### config.mk
export PLATFORM = sky130hd
export DESIGN_NAME = hrt_timing
export DESIGN_NICKNAME = d
export VERILOG_FILES = /design/src/rtl/hrt_pkg.sv /design/src/rtl/hrt_regs.sv /design/src/rtl/hrt_counter.sv /design/src/rtl/hrt_window.sv /design/src/rtl/hrt_skew.sv /design/src/rtl/hrt_timing.sv
export SDC_FILE = /design/constraint.sdc
export NUM_CORES = 1
export LEC_CHECK = 0
export BUFFER_PORTS_ARGS = -buffer_cell sky130_fd_sc_hd__buf_4
export CAP_MARGIN = 20
export CELL_PAD_IN_SITES_DETAIL_PLACEMENT = 1
export CELL_PAD_IN_SITES_GLOBAL_PLACEMENT = 1
export CORE_MARGIN = 3
export CORE_UTILIZATION = 40
export DETAILED_ROUTE_END_ITERATION = 10
export GPL_ROUTABILITY_DRIVEN = 1
export PLACE_DENSITY_LB_ADDON = 0.1
export SETUP_SLACK_MARGIN = 0.3
export SYNTH_ARGS = -nofsm -noshare
export SYNTH_HDL_FRONTEND = slang
export SYNTH_HIERARCHICAL = 1
export SYNTH_SLANG_ARGS = --single-unit
### constraint.sdc
create_clock -name clk -period 3.35 [get_ports clk]
set_input_delay 0.1675 -clock clk [delete_from_list [all_inputs] [get_ports clk]]
set_output_delay 0.1675 -clock clk [all_outputs]
set_load 0.005 [all_outputs]
### src/rtl/hrt_pkg.sv
// Shared definitions for the horizontal raster timing generator.
// Assumes 8-bit timing registers and an 8-entry protected index space.
package hrt_pkg;
    localparam int RW     = 8;           // register width
    localparam int CW     = RW + 1;      // counter width: total + 4 may exceed 8 bits
    localparam int IW     = 3;           // register index width
    localparam int BMW    = 6;           // blank stop match width
    localparam int SMW    = 5;           // sync stop match width
    localparam int SKW    = 2;           // skew field width
    localparam int MAXSK  = (1 << SKW) - 1;
    localparam int LC_BIT = 4;           // overflow bit that ignores the lock
    localparam int TERM_ADD = 4;         // count runs to total + TERM_ADD

    typedef enum logic [IW-1:0] {
        IX_TOTAL  = 3'd0,
        IX_DEND   = 3'd1,
        IX_BSTART = 3'd2,
        IX_BEND   = 3'd3,
        IX_SSTART = 3'd4,
        IX_SEND   = 3'd5,
        IX_RSVD   = 3'd6,
        IX_OVF    = 3'd7
    } hrt_idx_e;

    typedef struct packed {
        logic [RW-1:0] total;
        logic [RW-1:0] dend;
        logic [RW-1:0] bstart;
        logic [RW-1:0] bend;
        logic [RW-1:0] sstart;
        logic [RW-1:0] send;
        logic [RW-1:0] ovf;
    } hrt_regs_t;
endpackage

### src/rtl/hrt_regs.sv
// Timing register bank with an indexed write port and write lock.
// Assumes writes are single-cycle strobes; a locked write only updates
// the overflow line-compare bit.
module hrt_regs
    import hrt_pkg::*;
(
    input  logic          clk,
    input  logic          rst_n,
    input  logic          wr_en,
    input  logic          wr_lock,
    input  logic [IW-1:0] wr_idx,
    input  logic [RW-1:0] wr_data,
    output hrt_regs_t     regs
);
    // Register storage: cleared on reset, written by index when unlocked.
    always_ff @(posedge clk) begin
        if (!rst_n) begin
            regs <= '0;
        end else if (wr_en) begin
            if (hrt_idx_e'(wr_idx) == IX_OVF) begin
                if (wr_lock) regs.ovf[LC_BIT] <= wr_data[LC_BIT];
                else         regs.ovf         <= wr_data;
            end else if (!wr_lock) begin
                case (hrt_idx_e'(wr_idx))
                    IX_TOTAL:  regs.total  <= wr_data;
                    IX_DEND:   regs.dend   <= wr_data;
                    IX_BSTART: regs.bstart <= wr_data;
                    IX_BEND:   regs.bend   <= wr_data;
                    IX_SSTART: regs.sstart <= wr_data;
                    IX_SEND:   regs.send   <= wr_data;
                    default:   ;
                endcase
            end
        end
    end
endmodule

### src/rtl/hrt_counter.sv
// Character-clock counter with terminal wrap and line-end strobe.
// Assumes tick is a single-cycle enable; terminal = total + TERM_ADD.
module hrt_counter
    import hrt_pkg::*;
(
    input  logic          clk,
    input  logic          rst_n,
    input  logic          tick,
    input  logic [RW-1:0] total,
    output logic [CW-1:0] cnt,
    output logic [CW-1:0] cnt_nxt,
    output logic [CW-1:0] term,
    output logic          line_end
);
    // Terminal count for the current total register.
    assign term = CW'(total) + CW'(TERM_ADD);

    // Value the counter takes on the next tick.
    always_comb begin
        if (cnt == term) cnt_nxt = '0;
        else             cnt_nxt = cnt + CW'(1);
    end

    // Count register: advances only on ticks.
    always_ff @(posedge clk) begin
        if (!rst_n)    cnt <= '0;
        else if (tick) cnt <= cnt_nxt;
    end

    // Line-end strobe: one cycle after the wrapping tick.
    always_ff @(posedge clk) begin
        if (!rst_n) line_end <= 1'b0;
        else        line_end <= tick && (cnt == term);
    end
endmodule

### src/rtl/hrt_window.sv
// Set/clear timing window: opens on a full-width start match and closes
// on a low-bit match of the next count. Start has priority over stop.
module hrt_window
    import hrt_pkg::*;
#(
    parameter int MW = 6
) (
    input  logic          clk,
    input  logic          rst_n,
    input  logic          tick,
    input  logic [CW-1:0] cnt_nxt,
    input  logic [RW-1:0] start,
    input  logic [MW-1:0] stop,
    output logic          active
);
    // Window state: updated together with the counter.
    always_ff @(posedge clk) begin
        if (!rst_n) begin
            active <= 1'b0;
        end else if (tick) begin
            if (cnt_nxt == CW'(start))       active <= 1'b1;
            else if (cnt_nxt[MW-1:0] == stop) active <= 1'b0;
        end
    end
endmodule

### src/rtl/hrt_skew.sv
// Selectable 0..MAXD tick delay for a timing level.
// Assumes the delay select changes only between lines.
module hrt_skew
    import hrt_pkg::*;
#(
    parameter int MAXD = MAXSK
) (
    input  logic           clk,
    input  logic           rst_n,
    input  logic           tick,
    input  logic           raw,
    input  logic [SKW-1:0] sel,
    output logic           dly
);
    logic [MAXD:1] sh;
    logic [MAXD:0] taps;

    for (genvar i = 1; i <= MAXD; i++) begin : g_stage
        // Delay stage i: shifts one position per tick.
        always_ff @(posedge clk) begin
            if (!rst_n)    sh[i] <= 1'b0;
            else if (tick) sh[i] <= (i == 1) ? raw : sh[(i > 1) ? i - 1 : 1];
        end
    end

    // Tap selection: tap 0 is the undelayed level.
    assign taps = {sh, raw};
    assign dly  = taps[sel];
endmodule

### src/rtl/hrt_timing.sv
// Horizontal raster timing generator top. Builds display-enable, blank,
// sync and line-end from a character-clock counter and a register bank.
// Assumes chr_en is synchronous to clk.
module hrt_timing
    import hrt_pkg::*;
#(
    parameter bit SYNC_ACT_HIGH = 1'b1
) (
    input  logic          clk,
    input  logic          rst_n,
    input  logic          chr_en,
    input  logic          wr_en,
    input  logic          wr_lock,
    input  logic [IW-1:0] wr_idx,
    input  logic [RW-1:0] wr_data,
    output logic          disp_en,
    output logic          hblank,
    output logic          hsync,
    output logic          line_end,
    output logic [RW-1:0] ovf_reg
);
    hrt_regs_t      regs;
    logic [CW-1:0]  cnt, cnt_nxt, term;
    logic [BMW-1:0] bstop;
    logic [SMW-1:0] sstop;
    logic           de_raw, sync_win, sync_dly;

    hrt_regs u_regs (
        .clk, .rst_n, .wr_en, .wr_lock, .wr_idx, .wr_data, .regs
    );

    hrt_counter u_cnt (
        .clk, .rst_n, .tick(chr_en), .total(regs.total),
        .cnt, .cnt_nxt, .term, .line_end
    );

    // Stop values: blank stop takes its top bit from sync-end bit 7.
    assign bstop = {regs.send[RW-1], regs.bend[BMW-2:0]};
    assign sstop = regs.send[SMW-1:0];

    hrt_window #(.MW(BMW)) u_blank (
        .clk, .rst_n, .tick(chr_en), .cnt_nxt,
        .start(regs.bstart), .stop(bstop), .active(hblank)
    );

    hrt_window #(.MW(SMW)) u_sync (
        .clk, .rst_n, .tick(chr_en), .cnt_nxt,
        .start(regs.sstart), .stop(sstop), .active(sync_win)
    );

    // Undelayed display region.
    assign de_raw = (cnt <= CW'(regs.dend));

    hrt_skew u_de_skew (
        .clk, .rst_n, .tick(chr_en), .raw(de_raw),
        .sel(regs.bend[BMW-1 +: SKW]), .dly(disp_en)
    );

    hrt_skew u_sync_skew (
        .clk, .rst_n, .tick(chr_en), .raw(sync_win),
        .sel(regs.send[SMW +: SKW]), .dly(sync_dly)
    );

    // Output polarity of sync.
    assign hsync   = SYNC_ACT_HIGH ? sync_dly : ~sync_dly;
    assign ovf_reg = regs.ovf;
endmodule

==> run summary <==
Pleak: 1.76 nW
Reg clk slew, reported paths: 80 ps
share of the clock period used by the worst path: 84.7%
DP Wirelength: 6930 microns
die area: 10700 sq um
worst slew margin relative to its limit: 48.0%
critical path arrival: 3090 ps
number of max-cap violations: 0
Layout fillers: 1033
PortBufs: 27
per-cell via count in the routed design: 5.16
Core Region: 8980 sq um
setup_tns: 0 ps
H-Tree Level Count: 3
worst reg2reg startpoint: u_regs/regs[50]$_SDFFE_PN0P_
crit-path max FO: 12
design area: 4250 sq um
transition at the pin with the smallest max-transition slack: 777 ps
setup-violating endpoint count in the final report: 0
DP Worst Slack: 484 ps
setup repair after global routing missed its margin: false
Slew Viols, Final: 0
global-route wire length before repair: 15800 microns
drt first pass iters: 4
number of buffers inserted by hold repair at cts: 0
antenna-violating nets left: 0
number of top-level pins: 28
Syn Inst Count: 399
GRT Resource Usage Total: 19.6%
starting utilization of the core area: 42.2%
Tightest Hold Check Type: primary input to flip-flop
layout cell share with drive strength beyond 1: 15.1%
placement row count: 34
CP startpoint kind: flip-flop
antenna violations before repair: 0
setup clock skew after layout: 8.61 ps
Ys Warns: 6
Max Fclk: 352 MHz
number of nets produced by synthesis: 425
routability congestion estimate from global placement: 0.792
cell depth of the worst hold path: 3
category of the critical setup timing path: flip-flop to flip-flop
maximum number of pins on one net before global-route repair: 49
Starting DRT DRC Count: 62
mean routed wirelength per cell: 17.5 microns
CTS buffer count: 9
status: complete, no violations
final hold violations: 0
power per standard cell area: 423 nW/um^2
total routed wirelength: 9610 microns
Sinks on Clock Net: 73
critical path endpoint category: flip-flop
CTS max path bufs: 2
Diodes inserted: 0
worst reg-to-reg path cell count: 11
via count of the first global-routing pass: 3036
Worst IR Drop VDD: 0.000186 V
post-route setup slack: 513 ps
die height: 103 microns
DR DRC count: 0
Netlist Area Pre-Place: 3790 sq um
fin crit period: 2840 ps
required time reported for the critical path endpoint: 3600 ps
clock root cell: clkbuf_8
clock tree from TritonCTS: done
GRT overflow: 0
total via count in the routed design: 2832
worst reg2reg setup slack: 510 ps
start point of the worst min-delay path: wr_en
hold endpoint: u_regs/regs[4]$_SDFFE_PN0P_
NumNets Final: 444
area growth from synthesis to final layout: 12.1%
final core utilization: 47.3%
insertion delay to the later sink of the worst-skew pair: 340 ps
die extent in x: 103 microns
Placement Cell Area: 4040 sq um
critical register-to-register path endpoint: u_blank/active$_SDFFE_PN0P_
sum of internal, switching and leakage power: 1.80 mW
Syn Area/Cell: 9.49 sq um
-- final cells by class --
type | count | area [sq um] | share of cell area (%)
Multi-Input combinational cell | 292 | 2160 | 50.8
Tap cell | 126 | 158 | 3.71
Timing Repair Buffer | 29 | 218 | 5.13
Sequential cell | 73 | 1460 | 34.4
Clock buffer | 10 | 138 | 3.24
Clock inverter | 6 | 66.3 | 1.56
Inverter | 13 | 48.8 | 1.15
-- layout by cell type (no fill, tap or decap), types with 3 or more instances in the layout --
| cell type | n |
|---|---|
| o21ai_0 | 8 |
| nand2_1 | 68 |
| clkbuf_8 | 10 |
| inv_1 | 13 |
| a21oi_1 | 4 |
| nor2_1 | 14 |
| and3_1 | 5 |
| ha_1 | 10 |
| nand4_1 | 6 |
| nor3_1 | 4 |
| nand3_1 | 16 |
| buf_4 | 29 |
| o211ai_1 | 3 |
| or3_1 | 3 |
| xor2_1 | 14 |
| nor4b_1 | 3 |
| mux2i_1 | 62 |
| clkinvlp_4 | 3 |
| dfxtp_1 | 73 |
| nor2b_1 | 7 |
| xnor2_1 | 33 |
-- metal layers --
metal  up-vias  track usage, %  wire [microns]
met2        34            32.7            4590
met1      1385            26.1            4630
li1       1405               -               -
met3         8            3.15             291
met5         -               0               0
met4         0            6.27             105
-- worst max path at each step --
stage | start | endpoint | slack (ps) | depth (start not counted)
final | u_regs/regs[50]$_SDFFE_PN0P_ | u_blank/active$_SDFFE_PN0P_ | 510 | 11
after floorplan | u_regs/regs[50]$_SDFFE_PN0P_ | u_blank/active$_SDFFE_PN0P_ | 770 | 11
after global placement | u_regs/regs[50]$_SDFFE_PN0P_ | u_blank/active$_SDFFE_PN0P_ | 620 | 11
after detailed placement | u_regs/regs[50]$_SDFFE_PN0P_ | u_blank/active$_SDFFE_PN0P_ | 480 | 11
after CTS | u_regs/regs[50]$_SDFFE_PN0P_ | u_blank/active$_SDFFE_PN0P_ | 470 | 11
after global routing | u_regs/regs[50]$_SDFFE_PN0P_ | u_sync/active$_SDFFE_PN0P_ | 320 | 11
-- critical path, cell delays in order, from the launching register on --
cell,delay (ps)
dfxtp_1,410
ha_1,270
xor2_1,150
nor4_2,260
nand4_2,220
nor3_2,220
buf_4,200
nor2_1,130
xnor2_1,190
nand4_1,120
or3_1,370
o41ai_2,200
-- report_power, final --
group          switching (mW)  internal [mW]
Sequential             0.0177          0.884
Combinational           0.101         0.0785
Clock                   0.349          0.366
Total                   0.468           1.33
-- flip-flops by register name (all words and copies together) (netlist names) --
register and flops:
u_sync_skew/sh 3, u_blank/active 1, u_sync/active 1, u_regs/regs 55, u_de_skew/sh 3, u_cnt/cnt 9, u_cnt/line_end 1
-- metrics by stage --
step,cells,hold slack (ps)
floorplan,399,296
global placement,533,443
detailed placement,533,455
CTS,549,141
global route,549,176
finish,549,152
-- what timing repair did --
item | in CTS | in global routing
buffers inserted | 0 | 0
resized for setup | 0 | 1
endpoints found under the setup margin | 0 | 2
No activity file was read; power rests on OpenSTA's default activity.
